### src/rtl/dct_pkg.sv
`timescale 1ns/1ps
package dct_pkg;
   localparam int unsigned DCT_SAMPLE_W = 24;
   localparam int unsigned DCT_FRAC_W   = 16;
   localparam int unsigned DCT_SHIFT    = 13;
   localparam int unsigned DCT_CHANNELS = 2;
endpackage

### src/rtl/dct_offset_track.sv
`timescale 1ns/1ps
module dct_offset_track #(
   parameter int unsigned SAMPLE_W = 24,
   parameter int unsigned FRAC_W   = 16,
   parameter int unsigned SHIFT    = 13
) (
   input  logic                clk,
   input  logic                rst,
   input  logic                in_valid,
   input  logic                freeze,
   input  logic [SAMPLE_W-1:0] x,
   output logic [SAMPLE_W-1:0] off
);
   localparam int unsigned ACC_W = SAMPLE_W + FRAC_W;

   logic signed [ACC_W-1:0] acc_q;
   logic signed [ACC_W:0]   target, diff, step;
   logic        [ACC_W-1:0] acc_next;
   logic                    unused_step_msb;

   // sample placed on the accumulator's fixed-point grid
   assign target   = {x[SAMPLE_W-1], x, {FRAC_W{1'b0}}};
   assign diff     = target - {acc_q[ACC_W-1], acc_q};
   assign step     = diff >>> SHIFT;
   assign acc_next = acc_q + step[ACC_W-1:0];
   assign unused_step_msb = step[ACC_W];

   always_ff @(posedge clk) begin
      if (rst)                     acc_q <= '0;
      else if (in_valid && !freeze) acc_q <= acc_next;
   end

   assign off = acc_q[ACC_W-1:FRAC_W];

   // reset empties the estimate
   p_reset_clear_r7: assert property (@(posedge clk) rst |=> acc_q == '0);
   // a frozen sample leaves the estimate alone
   p_freeze_hold_r4: assert property (@(posedge clk) disable iff (rst)
      (in_valid && freeze) |=> $stable(acc_q));
   // no strobe, no change
   p_idle_hold_r9: assert property (@(posedge clk) disable iff (rst)
      !in_valid |=> $stable(acc_q));
endmodule

### src/rtl/dct_sat_sub.sv
`timescale 1ns/1ps
module dct_sat_sub #(
   parameter int unsigned W = 24
) (
   input  logic [W-1:0] a,
   input  logic [W-1:0] b,
   output logic [W-1:0] y
);
   logic [W:0] d;
   logic       ovf;

   assign d   = {a[W-1], a} - {b[W-1], b};
   assign ovf = d[W] ^ d[W-1];

   always_comb begin
      if (!ovf)     y = d[W-1:0];
      else if (d[W]) y = {1'b1, {(W-1){1'b0}}};
      else           y = {1'b0, {(W-1){1'b1}}};
   end
endmodule

### src/rtl/dct_lane.sv
`timescale 1ns/1ps
module dct_lane #(
   parameter int unsigned SAMPLE_W = 24,
   parameter int unsigned FRAC_W   = 16,
   parameter int unsigned SHIFT    = 13
) (
   input  logic                clk,
   input  logic                rst,
   input  logic                in_valid,
   input  logic                freeze,
   input  logic [SAMPLE_W-1:0] x,
   output logic [SAMPLE_W-1:0] y
);
   logic [SAMPLE_W-1:0] off, trimmed, y_q;

   dct_offset_track #(.SAMPLE_W(SAMPLE_W), .FRAC_W(FRAC_W), .SHIFT(SHIFT)) u_track (
      .clk(clk), .rst(rst), .in_valid(in_valid), .freeze(freeze), .x(x), .off(off));

   dct_sat_sub #(.W(SAMPLE_W)) u_sub (.a(x), .b(off), .y(trimmed));

   always_ff @(posedge clk) begin
      if (rst)           y_q <= '0;
      else if (in_valid) y_q <= trimmed;
   end
   assign y = y_q;

   // a non-negative minus a non-positive stays non-negative
   p_no_wrap_pos_r5: assert property (@(posedge clk) disable iff (rst)
      (in_valid && !x[SAMPLE_W-1] && (off[SAMPLE_W-1] || off == '0)) |=> !y[SAMPLE_W-1]);
   // a negative minus a non-negative stays negative
   p_no_wrap_neg_r5: assert property (@(posedge clk) disable iff (rst)
      (in_valid && x[SAMPLE_W-1] && !off[SAMPLE_W-1]) |=> y[SAMPLE_W-1]);
   // with a zero estimate the sample passes through untouched
   p_pass_zero_r2: assert property (@(posedge clk) disable iff (rst)
      (in_valid && off == '0) |=> y == $past(x));
endmodule

### src/rtl/dc_trim_hpf.sv
`timescale 1ns/1ps
module dc_trim_hpf #(
   parameter int unsigned SAMPLE_W = dct_pkg::DCT_SAMPLE_W,
   parameter int unsigned FRAC_W   = dct_pkg::DCT_FRAC_W,
   parameter int unsigned SHIFT    = dct_pkg::DCT_SHIFT
) (
   input  logic                clk,
   input  logic                rst,
   input  logic                in_valid,
   input  logic                freeze,
   input  logic [SAMPLE_W-1:0] in_left,
   input  logic [SAMPLE_W-1:0] in_right,
   output logic                out_valid,
   output logic [SAMPLE_W-1:0] out_left,
   output logic [SAMPLE_W-1:0] out_right
);
   localparam int unsigned NCH = dct_pkg::DCT_CHANNELS;

   if (FRAC_W < 16)     begin : g_bad_frac  $error("FRAC_W must be at least 16"); end
   if (SHIFT < 1)        begin : g_bad_shift $error("SHIFT must be at least 1"); end
   if (SHIFT > FRAC_W + SAMPLE_W - 1) begin : g_big_shift $error("SHIFT too large"); end
   if (SAMPLE_W < 2)     begin : g_bad_w     $error("SAMPLE_W must be at least 2"); end

   logic [SAMPLE_W-1:0] lane_in  [NCH];
   logic [SAMPLE_W-1:0] lane_out [NCH];
   logic                valid_q;

   assign lane_in[0] = in_left;
   assign lane_in[1] = in_right;

   for (genvar c = 0; c < NCH; c++) begin : g_lane
      dct_lane #(.SAMPLE_W(SAMPLE_W), .FRAC_W(FRAC_W), .SHIFT(SHIFT)) u_lane (
         .clk(clk), .rst(rst), .in_valid(in_valid), .freeze(freeze),
         .x(lane_in[c]), .y(lane_out[c]));
   end

   always_ff @(posedge clk) begin
      if (rst) valid_q <= 1'b0;
      else     valid_q <= in_valid;
   end

   assign out_valid = valid_q;
   assign out_left  = lane_out[0];
   assign out_right = lane_out[1];

   // strobe lags by one clock, both ways
   p_valid_lag_r1: assert property (@(posedge clk) disable iff (rst) in_valid |=> out_valid);
   p_valid_quiet_r1: assert property (@(posedge clk) disable iff (rst) !in_valid |=> !out_valid);
   // outputs hold while idle
   p_out_hold_r9: assert property (@(posedge clk) disable iff (rst)
      !in_valid |=> ($stable(out_left) && $stable(out_right)));
   // reset clears the strobe and samples
   p_reset_out_r7: assert property (@(posedge clk)
      rst |=> (!out_valid && out_left == '0 && out_right == '0));
endmodule

### config.mk
export PLATFORM = sky130hd
export DESIGN_NAME = dc_trim_hpf
export DESIGN_NICKNAME = d
export VERILOG_FILES = /design/src/rtl/dct_pkg.sv /design/src/rtl/dct_offset_track.sv /design/src/rtl/dct_sat_sub.sv /design/src/rtl/dct_lane.sv /design/src/rtl/dc_trim_hpf.sv
export SDC_FILE = /design/constraint.sdc
export NUM_CORES = 1
export LEC_CHECK = 0
export BUFFER_PORTS_ARGS = -buffer_cell sky130_fd_sc_hd__buf_2
export CORE_MARGIN = 2
export CORE_UTILIZATION = 55
export CTS_BUF_LIST = sky130_fd_sc_hd__clkbuf_8 sky130_fd_sc_hd__clkbuf_16
export DETAILED_ROUTE_END_ITERATION = 16
export PLACE_DENSITY = 0.74
export SLEW_MARGIN = 20
export SYNTH_ARGS = -nofsm -noshare
export SYNTH_HDL_FRONTEND = slang
export SYNTH_SLANG_ARGS = --single-unit
### constraint.sdc
create_clock -name clk -period 12.3 [get_ports clk]
set_input_delay 1.23 -clock clk [delete_from_list [all_inputs] [get_ports clk]]
set_output_delay 1.23 -clock clk [all_outputs]
set_load 0.01 [all_outputs]
Word level (Yosys, flattened, before mapping)
Index checks and enable logic that the tools add are counted.
{ "word_totals": {"register_bits": 129, "in_bits": 52, "out_inout_bits": 49, "wordCells": 19} }
{ "op_classes": {"add_sub_neg": 6, "muxes": 4, "bitwise": 2, "n_reduce_logical": 2} }
{ "ops": {"columns": ["cell", "n"], "rows": [
  ["2-to-1 mux 24 bit", 4],
  ["subtractor 40 x 40 -> 41 bit", 2],
  ["adder 40 bit", 2],
  ["subtractor 24 x 24 -> 25 bit", 2],
  ["XOR 1 bit", 2],
  ["logical AND 1 bit", 1],
  ["logical NOT 1 bit", 1]
]} }

Depth between registers and ports, before layout
{ "depth": {"depth_word": 3, "depth_mapped": 21, "mapped_depth_nobuf": 20} }

Cells and area by module
From an unflattened synthesis, not the netlist that was laid out.
{ "unflattened": {"hier_cells": 2036, "hier_area_um2": 15130.8} }
{ "by_module_without_submodules": {"columns": ["mod", "instances", "cells_per_inst", "area_per_inst_um2", "seq_area_each_um2"], "rows": [
  ["dct_offset_track", 2, 618, 4594.4, 800.8],
  ["dct_sat_sub", 2, 322, 2084.5, 0.0],
  ["dct_lane", 2, 77, 869.6, 480.5],
  ["dc_trim_hpf", 1, 2, 33.8, 20.0]
]} }

Least setup slack after synthesis
Ideal clock, no wire load.
{ "synth_path": {"kind": "input -> register", "from": "in in_left[0]", "to": "reg g_lane[0].u_lane.u_track.acc_q[39]", "setup_time_ps": 70, "arrival_time_ps": 5160, "required_ps": 12230, "slack_ps": 7070, "stages": 19, "path_buffers": 0, "cell_sequence": "inv_1 ha_1 nand3_1 o41ai_1 a21oi_1 o21ai_1 a21oi_1 o21ai_0 xor2_1 ha_1 nand4_1 or4_1 a21o_1 a311oi_4 o21ai_2 a211oi_2 xnor2_1 or3_1 a21oi_1"} }
{ "synth_via": {"elab_chain_cells": 2} }
{ "synth_rtl": {"columns": ["element", "line", "text"], "rows": [
  ["from (decl)", "dc_trim_hpf.sv:11", "input logic [SAMPLE_W-1:0] in_left,"],
  ["subtractor 40 x 40 -> 41 bit", "dct_offset_track.sv:23", "assign diff = target - {acc_q[ACC_W-1], acc_q};"],
  ["adder 40 bit", "dct_offset_track.sv:25", "assign acc_next = acc_q + step[ACC_W-1:0];"],
  ["to (signal assigned)", "dct_offset_track.sv:30", "else if (in_valid && !freeze) acc_q <= acc_next;"],
  ["to (decl)", "dct_offset_track.sv:16", "logic signed [ACC_W-1:0] acc_q;"]
]} }
Every way passes these cells.
A chain may end at the register's enable or synchronous reset.

Worst setup path in the final report
{ "layout_path": {"from": "in in_left[0]", "to": "reg g_lane[0].u_lane.u_track.acc_q[38]"} }
The elaborated chain is that of the path after synthesis.

==> results.sh <==
export IMPL_relSlewSlack=0.319
export IMPL_fin_cells=2142
export IMPL_slowest_stage="o311ai_0"
export IMPL_post_cts_buffers=0
export IMPL_portBuffers=100
export IMPL_synth_seq_cells=129
export IMPL_finalSetupTns_ns=0
export IMPL_start_util=0.562
export IMPL_grt_max_degree=96
export IMPL_antenna_found_initial=0
export IMPL_area_growth_synth_to_final_pct=8.47
export IMPL_synthCells=1790
export IMPL_power_frac_comb=0.611
export IMPL_clock_skew_ns=0.0158
export IMPL_crit_buf_inv=2
export IMPL_grt_usage=0.334
export IMPL_synth_yosys_seq_area_share=0.196
export IMPL_clock_latency_ns=0.44
export IMPL_async_flop_share=0
export IMPL_power_internal_mw=1.40
export IMPL_sequentialPowerShare=0.204
export IMPL_ys_flop_type="dfxtp_1"
export IMPL_place_inst=2110
export IMPL_synth_nets=1980
export IMPL_yosysUniqueCellTypes=81
export IMPL_path_class="input pin to flip-flop"
export IMPL_placementRows=56
export IMPL_path_cells="buf_2 > inv_1 > ha_1 > nand3_1 > o41ai_1 > a21oi_1 > o21ai_1 > a21oi_1 > o21ai_0 > xor2_1 > ha_1 > nand2_1 > a21oi_1 > o21bai_1 > nor2_1 > nor2_1 > o311ai_0 > a21oi_1 > or4_1 > nand3_1"
export IMPL_required_ns=12.67
export IMPL_clock_path_buffers=2
export IMPL_overflow=0
export IMPL_cts_tree="yes"
export IMPL_cts_root_buffer="clkbuf_16"
export IMPL_fin_nets=2000
export IMPL_grt_pass1_vias=12200
export IMPL_hold_ws_ns=0.472
export IMPL_p_leak_nw=6.19
export IMPL_setup_viol=0
export IMPL_worstSetupStartpointType="input pin"
export IMPL_dp_hpwl_mm=33.6
export IMPL_rsz0062_at_grt="no"
export IMPL_io_pins=101
export IMPL_p_sw_mw=1.33
export IMPL_cts_htree_levels=4
export IMPL_switching_share=0.488
export IMPL_drc=0
export IMPL_hold_viol_final=0
export IMPL_status="finished, final reports clean"
export IMPL_final_cell_mix="246 x a21oi_1, 190 x nand2_1, 151 x o21ai_0, 134 x ha_1, 129 x dfxtp_1"
export IMPL_drv_slew=0
export IMPL_dieArea_sq_mm=0.0252
export IMPL_cts_resized=0
export IMPL_cts_sinks=129
export IMPL_grt_pass1_wl_mm=67.7
export IMPL_avgSynthCellArea_sq_um=7.37
export IMPL_drive_above_1_share=0.115
export IMPL_worstPathMaxFanout=6
export IMPL_die_w_microns=159
export IMPL_hold_buffers=0
export IMPL_worst_pin_slew_ns=1.02
export IMPL_yosys_warnings=0
export IMPL_crit_arrival_ns=6.25
export IMPL_fmax_ghz=0.170
export IMPL_drt_vias_per_instance=6.39
export IMPL_max_stage_delay_ns=0.66
export IMPL_post_route_min_period_ns=5.87
export IMPL_die_h_microns=159
export IMPL_cp_top_family="compound AO/OA/AOI/OAI gates"
export IMPL_hold_class="flip-flop to flip-flop"
export IMPL_powerDensity_mw_per_mm2=191
export IMPL_crit_top_cell="a21oi_1"
export IMPL_place_congestion=1.03
export IMPL_synth_edf_count=0
export IMPL_num_vias=13700
export IMPL_syn_area_sq_mm=0.0132
export IMPL_cts_buffers_inserted=17
export IMPL_drtIter0Drc=1593
export IMPL_peakVddDrop_mv=0.136
export IMPL_core_sq_mm=0.0235
export IMPL_diodes=0
export IMPL_wirelength_mm=43.3
export IMPL_worst_setup_path_end_kind="flip-flop"
export IMPL_ant_nets=0
export IMPL_period_share=0.478
export IMPL_fill_cells=2202
export IMPL_cap_violations=0
export IMPL_clkPwrFrac=0.185
export IMPL_drt_pass1_iterations=5
export IMPL_path_clk_slew_ns=0.06
export IMPL_wl_per_cell_microns=20.2
export IMPL_final_common_cell="a21oi_1"
stage by stage:
step / instance area [sq um] / power, mW / setup slack (ns) / util
final: 14300 / 2.73 / 6.43 / 0.609
after global routing: 14300 / 2.92 / 6.17 / 0.609
after global placement: 13700 / 2.16 / 6.33 / 0.585
after floorplan: 13200 / 1.77 / 7.07 / -
after CTS: 14300 / 2.69 / 6.64 / 0.609
after detailed placement: 13700 / 2.17 / 6.20 / 0.585
worst register-to-register path: stages (launching register included):
cell      delay [ns]
dfxtp_1         0.36
nor4_1          0.40
nand4b_1        0.41
or3_1           0.62
nor3_1          0.34
a21oi_1         0.16
xnor2_1         0.60
ha_1            0.42
a21o_1          0.21
a311oi_1        0.35
nor2_1          0.18
a211o_1         0.37
nor4_1          0.22
o311ai_0        0.27
a21oi_1         0.41
nor3_1          0.08
a221o_1         0.28
routing by layer:
| layer | global-route usage | part of all wire | up-vias |
|---|---|---|---|
| met4 | 0.0917 | 0.021 | 0 |
| met3 | 0.0721 | 0.096 | 69 |
| li1 | - | - | 6592 |
| met1 | 0.502 | 0.47 | 6417 |
| met2 | 0.475 | 0.41 | 612 |
| met5 | 0 | 0 | - |
area by class of cell:
| cell class | instances | area [sq um] | share of cell area |
|---|---|---|---|
| multi-input cells | 1462 | 9850 | 0.689 |
| flip-flops and latches | 129 | 2580 | 0.181 |
| clock buffers | 18 | 439 | 0.0307 |
| well taps | 319 | 399 | 0.0279 |
| clock inverters | 14 | 130 | 0.00910 |
| repair buffers | 107 | 553 | 0.0387 |
| inverters | 93 | 349 | 0.0244 |
worst paths after layout:
kind	endpoint	slack (ns)	cells after the start	from
min reg2reg	g_lane[0].u_lane.u_track.acc_q[10]	0.47	2	g_lane[0].u_lane.u_track.acc_q[10]
min	g_lane[0].u_lane.u_track.acc_q[10]	0.47	2	g_lane[0].u_lane.u_track.acc_q[10]
max	g_lane[0].u_lane.u_track.acc_q[38]	6.43	20	in_left[0]
max reg2reg	g_lane[0].u_lane.u_track.acc_q[34]	6.52	16	g_lane[0].u_lane.u_track.acc_q[1]
kinds of logic after synthesis:
logic type                 after synthesis  share of synthesized area
DFF                                    129                      0.196
buffers and inverters                  199                     0.0588
AOI/OAI and AO/OA                      676                      0.328
and+or+nand+nor                        488                      0.176
muxes                                    6                    0.00465
xor gates and xnor gates               154                      0.103
adders and majority gates              138                      0.133
flip-flops by register name (all words and copies together), names as in the netlist:
signal,cells
out_valid,1
g_lane.u_lane.y,48
g_lane.u_lane.u_track.acc_q,80
power groups by stage:
stage | Clock (mW) | Combinational, mW | Sequential, mW
5_1_grt | 0.526 | 1.83 | 0.566
4_1_cts | 0.508 | 1.62 | 0.556
2_1_floorplan | 0 | 1.21 | 0.554
3_5_place_dp | 0 | 1.61 | 0.565
3_3_place_gp | 0 | 1.60 | 0.562
6_report | 0.504 | 1.67 | 0.558
synth_stat cells, drive strengths merged (32+ instances only):
cell / n / area share
a21oi: 247 / 0.094
ha: 134 / 0.13
o221a: 46 / 0.039
dfxtp: 129 / 0.20
nor3: 32 / 0.012
inv: 93 / 0.026
xor2: 68 / 0.046
o21ai: 160 / 0.061
clkbuf: 95 / 0.027
xnor2: 86 / 0.057
nand4: 45 / 0.021
a21o: 62 / 0.035
nor2: 92 / 0.026
nand2: 191 / 0.055
Note: power is estimated with default switching activity, not from simulation.
